[config.mk]
export PLATFORM = sky130hd
export DESIGN_NAME = mdio_frame_master
export DESIGN_NICKNAME = d
export VERILOG_FILES = /design/src/rtl/mdio_fm_pkg.sv /design/src/rtl/mdio_fm_div.sv /design/src/rtl/mdio_fm_rx.sv /design/src/rtl/mdio_frame_master.sv
export SDC_FILE = /design/constraint.sdc
export NUM_CORES = 1
export LEC_CHECK = 0
export BUFFER_PORTS_ARGS = -buffer_cell sky130_fd_sc_hd__buf_2
export CORE_MARGIN = 2
export CORE_UTILIZATION = 52
export CTS_CLUSTER_DIAMETER = 80
export DETAILED_ROUTE_END_ITERATION = 10
export GPL_TIMING_DRIVEN = 0
export HOLD_SLACK_MARGIN = 0.1
export MAX_ROUTING_LAYER = met4
export PLACE_DENSITY = 0.8
export SYNTH_ARGS = -nofsm -noshare
export SYNTH_HDL_FRONTEND = slang
export SYNTH_SLANG_ARGS = --single-unit
[constraint.sdc]
create_clock -name clk -period 2.05 [get_ports clk]
set_input_delay 0.1025 -clock clk [delete_from_list [all_inputs] [get_ports clk]]
set_output_delay 0.1025 -clock clk [all_outputs]
set_load 0.02 [all_outputs]
[src/rtl/mdio_fm_pkg.sv]
package mdio_fm_pkg;

   localparam int ADDR_W      = 5;
   localparam int DATA_W      = 16;
   localparam int SLOTS       = 64;
   localparam int SLOT_W      = $clog2(SLOTS);
   localparam int PRE_SLOTS   = 32;
   localparam int RD_TA_SLOT  = 46;
   localparam int RD_FIRST    = RD_TA_SLOT + 1;
   localparam int RD_LAST     = RD_FIRST + DATA_W - 1;
   localparam int LAST_SLOT   = SLOTS - 1;

   typedef enum logic {ST_IDLE, ST_SHIFT} fm_state_e;

   // full bit image of one frame, slot 0 at the MSB
   function automatic logic [SLOTS-1:0] fm_pack(input logic rd,
                                                input logic [ADDR_W-1:0] pa,
                                                input logic [ADDR_W-1:0] ra,
                                                input logic [DATA_W-1:0] wd);
      logic [1:0] op;
      logic [DATA_W+1:0] tail;
      op   = rd ? 2'b10 : 2'b01;
      tail = rd ? '0 : {2'b10, wd};
      return {{PRE_SLOTS{1'b1}}, 2'b01, op, pa, ra, tail};
   endfunction

   // whether the master drives the line during a slot
   function automatic logic fm_drive(input logic rd, input logic [SLOT_W-1:0] slot);
      return !rd || (slot < SLOT_W'(RD_TA_SLOT));
   endfunction

endpackage

[src/rtl/mdio_fm_div.sv]
module mdio_fm_div #(
   parameter int HALF_CYC = 20
) (
   input  logic clk,
   input  logic rst_n,
   input  logic run_i,
   output logic tick_o
);
   localparam int CNT_W = (HALF_CYC > 1) ? $clog2(HALF_CYC) : 1;

   if (HALF_CYC < 1) begin : g_bad_half
      $error("HALF_CYC must be at least 1");
   end

   if (HALF_CYC == 1) begin : g_every
      assign tick_o = run_i;
   end else begin : g_count
      logic [CNT_W-1:0] cnt_q;
      assign tick_o = run_i && (cnt_q == CNT_W'(HALF_CYC - 1));
      always_ff @(posedge clk or negedge rst_n) begin
         if (!rst_n)       cnt_q <= '0;
         else if (!run_i)  cnt_q <= '0;
         else if (tick_o)  cnt_q <= '0;
         else              cnt_q <= cnt_q + 1'b1;
      end
   end
endmodule

[src/rtl/mdio_fm_rx.sv]
module mdio_fm_rx #(
   parameter int DATA_W = 16
) (
   input  logic              clk,
   input  logic              rst_n,
   input  logic              shift_i,
   input  logic              bit_i,
   output logic [DATA_W-1:0] data_o
);
   if (DATA_W < 2) begin : g_bad_w
      $error("DATA_W must be at least 2");
   end

   always_ff @(posedge clk or negedge rst_n) begin
      if (!rst_n)       data_o <= '0;
      else if (shift_i) data_o <= {data_o[DATA_W-2:0], bit_i};
   end
endmodule

[src/rtl/mdio_frame_master.sv]
module mdio_frame_master
   import mdio_fm_pkg::*;
#(
   parameter int HALF_CYC = 20
) (
   input  logic        clk,
   input  logic        rst_n,
   input  logic        start_i,
   input  logic        rd_i,
   input  logic [4:0]  phy_addr_i,
   input  logic [4:0]  reg_addr_i,
   input  logic [15:0] wdata_i,
   input  logic        mdi_i,
   output logic        mdc_o,
   output logic        mdo_o,
   output logic        mdoe_o,
   output logic        busy_o,
   output logic        done_o,
   output logic [15:0] rdata_o
);
   fm_state_e         state_q;
   logic [SLOTS-1:0]  frame_q;
   logic [SLOT_W-1:0] slot_q;
   logic              rd_q;
   logic              tick;
   logic              sample;
   logic              last_slot;

   mdio_fm_div #(.HALF_CYC(HALF_CYC)) u_div (
      .clk    (clk),
      .rst_n  (rst_n),
      .run_i  (busy_o),
      .tick_o (tick)
   );

   assign sample = (state_q == ST_SHIFT) && tick && !mdc_o && rd_q
                && (slot_q >= SLOT_W'(RD_FIRST)) && (slot_q <= SLOT_W'(RD_LAST));

   mdio_fm_rx #(.DATA_W(DATA_W)) u_rx (
      .clk     (clk),
      .rst_n   (rst_n),
      .shift_i (sample),
      .bit_i   (mdi_i),
      .data_o  (rdata_o)
   );

   assign last_slot = (slot_q == SLOT_W'(LAST_SLOT));

   always_ff @(posedge clk or negedge rst_n) begin
      if (!rst_n) begin
         state_q <= ST_IDLE;
         frame_q <= '0;
         slot_q  <= '0;
         rd_q    <= 1'b0;
         mdc_o   <= 1'b0;
         mdo_o   <= 1'b0;
         mdoe_o  <= 1'b0;
         busy_o  <= 1'b0;
         done_o  <= 1'b0;
      end else begin
         done_o <= 1'b0;
         case (state_q)
            ST_IDLE: begin
               if (start_i) begin
                  logic [SLOTS-1:0] img;
                  img      = fm_pack(rd_i, phy_addr_i, reg_addr_i, wdata_i);
                  frame_q <= img << 1;
                  mdo_o   <= img[SLOTS-1];
                  mdoe_o  <= 1'b1;
                  mdc_o   <= 1'b0;
                  rd_q    <= rd_i;
                  slot_q  <= '0;
                  busy_o  <= 1'b1;
                  state_q <= ST_SHIFT;
               end
            end
            ST_SHIFT: begin
               if (tick) begin
                  if (!mdc_o) begin
                     mdc_o <= 1'b1;
                  end else if (last_slot) begin
                     mdc_o   <= 1'b0;
                     mdo_o   <= 1'b0;
                     mdoe_o  <= 1'b0;
                     busy_o  <= 1'b0;
                     done_o  <= 1'b1;
                     state_q <= ST_IDLE;
                  end else begin
                     mdc_o   <= 1'b0;
                     slot_q  <= slot_q + 1'b1;
                     mdo_o   <= frame_q[SLOTS-1];
                     frame_q <= frame_q << 1;
                     mdoe_o  <= fm_drive(rd_q, slot_q + 1'b1);
                  end
               end
            end
            default: state_q <= ST_IDLE;
         endcase
      end
   end
endmodule

* Word-level counts from Yosys, hierarchy flattened
Index checks and enable logic that the tools add are counted.
** Storage, ports and cells
- Logic and storage cells :: 78
- Input bits :: 31
- Register bits :: 98
- Output and inout port bits :: 21
** Cells by class
- Reductions and logical operators :: 14
- Equality and inequality tests :: 7
- $add $sub $neg :: 2
- $lt $le $gt $ge :: 3
- Bitwise operators :: 1
- Multiplexer cells :: 40
** Operators with widths (count)
- $mux W64 :: 4
- $pmux W64 S2 :: 1
- $mux W6 :: 4
- $mux W1 :: 21
- $mux W18 :: 1
- $pmux W6 S2 :: 1
- $mux W5 :: 2
- $pmux W1 S2 :: 5
- $reduce_and A4 Y1 :: 2
- $add A6 B1 Y6 const B :: 1
- $eq A6 B6 Y1 const B :: 1
- $ge A6 B6 Y1 const B :: 1
- $le A6 B6 Y1 const B :: 1
- $logic_and A1 B1 Y1 :: 6
- $lt A6 B6 Y1 const B :: 1
- $ne A2 B2 Y1 const B :: 3
- $add A5 B1 Y5 const B :: 1
- $eq A5 B5 Y1 const B :: 1
- $ne A2 B1 Y1 const B :: 2
- $reduce_and A2 Y1 :: 2
- $reduce_and A3 Y1 :: 1
- $logic_not A1 Y1 :: 2
- $mux W2 :: 1
- $logic_or A1 B1 Y1 :: 1
- $not A1 Y1 :: 1

* Longest topological paths before layout
- Depth in word-level cells :: 7
- Gate-level depth with buffers :: 7
- Mapped depth without buffers :: 6

* By module
From an unflattened synthesis, not the netlist that was laid out.
** Second synthesis, totals
- Cells, all modules :: 395
- Area, all modules :: 4329.2 um2
** Modules (own cells, without submodules)
- mdio_frame_master :: seq. area each 1901.8 um2, cells an instance 338, area an instance 3423.3 um2, instances 1
- mdio_fm_rx :: seq. area each 400.4 um2, cells an instance 34, area an instance 649.4 um2, instances 1
- mdio_fm_div :: seq. area each 125.1 um2, cells an instance 23, area an instance 256.5 um2, instances 1

* Worst setup path after synthesis
Ideal clock, no wire load.
- Kind :: flip-flop to flip-flop
- Start :: reg u_div.g_count.cnt_q[0]
- End :: reg u_rx.data_o[0]
- Buffers on the path :: 2
- Path slack :: 88 ps
- Data required time :: 1925 ps
- Stages on the path, launching flop included :: 8
- Clock period less this slack :: 1962 ps
- Data arrival time :: 1837 ps
- Library setup time :: 125 ps
- Cells stage by stage :: dfrtp_1 > ha_1 > and4bb_4 > nand2_4 > a2111o_1 > buf_6 > buf_12 > mux2_4
** Between the ends
- Word-level cells in the longest chain between the ends :: 7
** RTL lines
- start: declaration :: RTL line mdio_fm_div.sv:18 : logic [CNT_W-1:0] cnt_q;
- start signal: assignment :: RTL line mdio_fm_div.sv:24 : else cnt_q <= cnt_q + 1'b1;
- $eq A5 B5 Y1 :: RTL line mdio_fm_div.sv:19 : assign tick_o = run_i && (cnt_q == CNT_W'(HALF_CYC - 1));
- $logic_and A1 B1 Y1 :: RTL line mdio_fm_div.sv:19
- $logic_and A1 B1 Y1 (3 in a row) :: RTL line mdio_frame_master.sv:36 : assign sample = (state_q == ST_SHIFT) && tick && !mdc_o && rd_q
- $logic_and A1 B1 Y1 (2 in a row) :: RTL line mdio_frame_master.sv:37 : && (slot_q >= SLOT_W'(RD_FIRST)) && (slot_q <= SLOT_W'(RD_LAST));
- end signal: assignment :: RTL line mdio_fm_rx.sv:16 : else if (shift_i) data_o <= {data_o[DATA_W-2:0], bit_i};
- end: declaration :: RTL line mdio_fm_rx.sv:8 : output logic [DATA_W-1:0] data_o
No other way between the ends.
A chain may end at the register's enable or synchronous reset.

* Worst setup path after layout
- Start :: reg u_div.g_count.cnt_q[0]
- End :: reg u_rx.data_o[5]
Same word-level chain as after synthesis.

==> flow_summary.json <==
{
  "power_uw": 3700,
  "num_io_pins": 52,
  "timing.max_cap.violations": 0,
  "dpl.hpwl_um": 5920,
  "track_usage_pct": 22.0,
  "period_needed_ns": 2.01,
  "leakage_uw": 0.00261,
  "multiInputGateArea_um2": 1660,
  "die_area_um2": 9070,
  "cts_buffer_depth": 2,
  "worstRegToRegCells": 7,
  "synth_area_per_cell_um2": 10.4,
  "r2r_start": "u_div.g_count.cnt_q[0]$_DFF_PN0_",
  "cp.arrival_ns": 2.27,
  "coreArea_um2": 8130,
  "end_kind": "register",
  "die_h_um": 95.2,
  "syn_nets": 449,
  "cp_max_fo": 10,
  "worst_pin_slew_ns": 0.657,
  "whs_path_depth": 3,
  "grt_max_degree": 51,
  "p_per_area_nw_per_um2": 695,
  "crit_required_ns": 2.30,
  "maxSlewViolCount": 0,
  "hold_path.class": "input port to register",
  "async_reset_ff_share_pct": 100,
  "start_util_pct": 53.2,
  "dieWidth_um": 95.2,
  "ys_seq_elements": 97,
  "crit_type": "register to register",
  "cts.sinks": 97,
  "hold_violations": 0,
  "vias": 3420,
  "synth_most_common_cell": "dfrtp_1",
  "synth_common_cells": "dfrtp_1, nand3_1, inv_1",
  "dr.first_iter.drc_count": 220,
  "seqCellArea_um2": 2430,
  "syn_inst": 415,
  "post-route-util_pct": 65.5,
  "r2r-end": "u_rx.data_o[5]$_DFFE_PN0P_",
  "peakVddDrop_uv": 474,
  "holdPathEnd": "frame_q[13]$_DFFE_PN0P_",
  "drt_wl_total_um": 9160,
  "cp-start-kind": "register",
  "vias_per_cell": 5.52,
  "ys_types": 39,
  "fin_crit_sh_pct": 98.3,
  "drc": 0,
  "grt_pass1_wl_um": 15200,
  "synth_top_area_cell": "dfrtp_1",
  "clk_latency_ns": 0.37,
  "drive_above_1_share_pct": 23.3,
  "finalSetupViolCount": 0,
  "numCtsBuffers": 9,
  "fillers": 624,
  "synth-edff-count": 0,
  "drt-wirelength-per-cell_um": 14.8,
  "tritoncts": "done",
  "grt_overflow": 0,
  "ys.flop_type": "dfrtp_1",
  "ant_nets": 0,
  "cts-root-buf": "clkbuf_8",
  "io_buffers": 51,
  "synthesis.area_um2": 4330,
  "area_delta_synth_final_pct": 23.0,
  "rows": 33,
  "clock-skew-final_ns": 0.0112,
  "dr.pass1.iters": 4,
  "r2r_slack_ns": 0.04,
  "synth-warning-count": 0,
  "relSlewSlack_pct": 56.2,
  "htree_levels": 3,
  "ys_seq_area_share_pct": 56.1,
  "antenna_found_initial": 0,
  "fin_nets": 544,
  "hold_start": "wdata_i[12]",
  "synthTopCellsByArea": "dfrtp_1, nand3_1, a21oi_1",
  "rsz0062_at_grt": "false",
  "gp_congestion": 0.875,
  "diodes": 0,
  "grt_pass1_vias": 3271,
  "clkTransAtPathRegs_ns": 0.10,
  "status": "complete, no violations",
  "max_freq_mhz": 496,
  "yosysTopAreaCellShare_pct": 56.1
}
layout make-up:
class	instances	area share, %
Sequential cell	97	45.6
Multi-Input combinational cell	249	31.1
Timing Repair Buffer	84	11.1
Buffer	31	3.31
Inverter	38	2.68
Tap cell	105	2.47
Clock buffer	10	2.40
Clock inverter	6	1.27
critical path: stages, from the launching register on:
cell	delay, ns
dfrtp_1	0.41
ha_4	0.18
and4bb_4	0.27
nand2_4	0.06
a2111o_1	0.39
buf_6	0.16
buf_12	0.15
mux2_4	0.29
cells by family (layout without fill, tap and decap cells):
logic type	count (synthesis)	count (layout)	synth area share (%)
buffers and inverters	69	169	6.71
AOI/OAI and AO/OA	100	100	13.5
muxes	31	31	8.53
and+or+nand+nor	111	111	13.5
adders and majority gates	3	3	0.867
xor gates and xnor gates	4	4	0.810
DFF	97	97	56.1
metal layers:
layer | wire length, um | up-vias | track usage, %
li1 | - | 1644 | -
met1 | 4200 | 1690 | 29.0
met2 | 4520 | 75 | 35.0
met3 | 304 | 11 | 4.27
met4 | 127 | 0 | 6.28
met5 | 0 | - | -
power breakdown:
| group | leakage [uW] | internal, uW | switching [uW] |
|---|---|---|---|
| Sequential | 0.00111 | 2040 | 84.0 |
| Clock | 0.0000929 | 569 | 659 |
| Combinational | 0.00141 | 182 | 166 |
| Total | 0.00261 | 2790 | 909 |
flip-flops by register name (all words and copies together) (netlist names), 5 cells and up:
| name | flops |
|---|---|
| frame_q | 63 |
| slot_q | 6 |
| u_div.g_count.cnt_q | 5 |
| u_rx.data_o | 16 |
worst max path at each step:
stage                                      from                          to  slack (ns)  depth (start not counted)
3_3_place_gp              slot_q[0]$_DFFE_PN0P_     frame_q[61]$_DFFE_PN0P_       -0.21                          7
4_1_cts                   slot_q[1]$_DFFE_PN0P_     frame_q[39]$_DFFE_PN0P_      -0.005                          7
5_1_grt        u_div.g_count.cnt_q[0]$_DFF_PN0_     frame_q[45]$_DFFE_PN0P_       0.003                          8
6_report       u_div.g_count.cnt_q[0]$_DFF_PN0_  u_rx.data_o[5]$_DFFE_PN0P_        0.04                          7
2_1_floorplan  u_div.g_count.cnt_q[0]$_DFF_PN0_  u_rx.data_o[0]$_DFFE_PN0P_        0.09                          7
3_5_place_dp              slot_q[0]$_DFFE_PN0P_     frame_q[54]$_DFFE_PN0P_       -0.27                          7
metrics by stage:
step / setup TNS, ns / hold WS (ns) / instance area (um2) / cells / worst slack (ns)
5_1_grt: 0 / 0.122 / 5320 / 620 / 0.00343
3_5_place_dp: -14.48 / 0.161 / 4740 / 572 / -0.268
4_1_cts: -0.00955 / 0.100 / 5270 / 619 / -0.00457
6_report: 0 / 0.0880 / 5320 / 620 / 0.0350
2_1_floorplan: 0 / -0.193 / 4330 / 415 / 0.0881
3_3_place_gp: -15.31 / 0.335 / 4710 / 571 / -0.212
layout by cell type, fill, tap and decap left out, types with 3 or more instances in the layout:
cell type | netlist | routed
a21o_1 | 3 | 3
a21oi_1 | 35 | 33
a22oi_1 | 16 | 16
and2_1 | 3 | 3
buf_2 | 6 | 52
buf_4 | 0 | 8
clkbuf_1 | 23 | 13
clkbuf_2 | 0 | 9
clkbuf_4 | 0 | 4
clkbuf_8 | 0 | 9
dfrtp_1 | 97 | 96
dlygate4sd3_1 | 0 | 27
inv_1 | 38 | 38
mux2_2 | 7 | 7
mux2_4 | 10 | 10
mux2i_1 | 14 | 14
nand2_1 | 10 | 10
nand3_1 | 40 | 39
nand3b_1 | 3 | 3
nor2_1 | 6 | 5
nor2b_1 | 3 | 3
nor3_1 | 35 | 35
o211ai_1 | 3 | 3
o21ai_0 | 35 | 35
xor2_1 | 3 | 3
repair_timing:
item	CTS	global route
endpoints found under the hold margin	75	0
hold buffers	27	0
pin swaps	0	1
setup buffers	4	1
gates resized for setup	15	14
cloned	0	0
endpoints found under the setup margin	79	79
(Power assumes the default switching activity.)
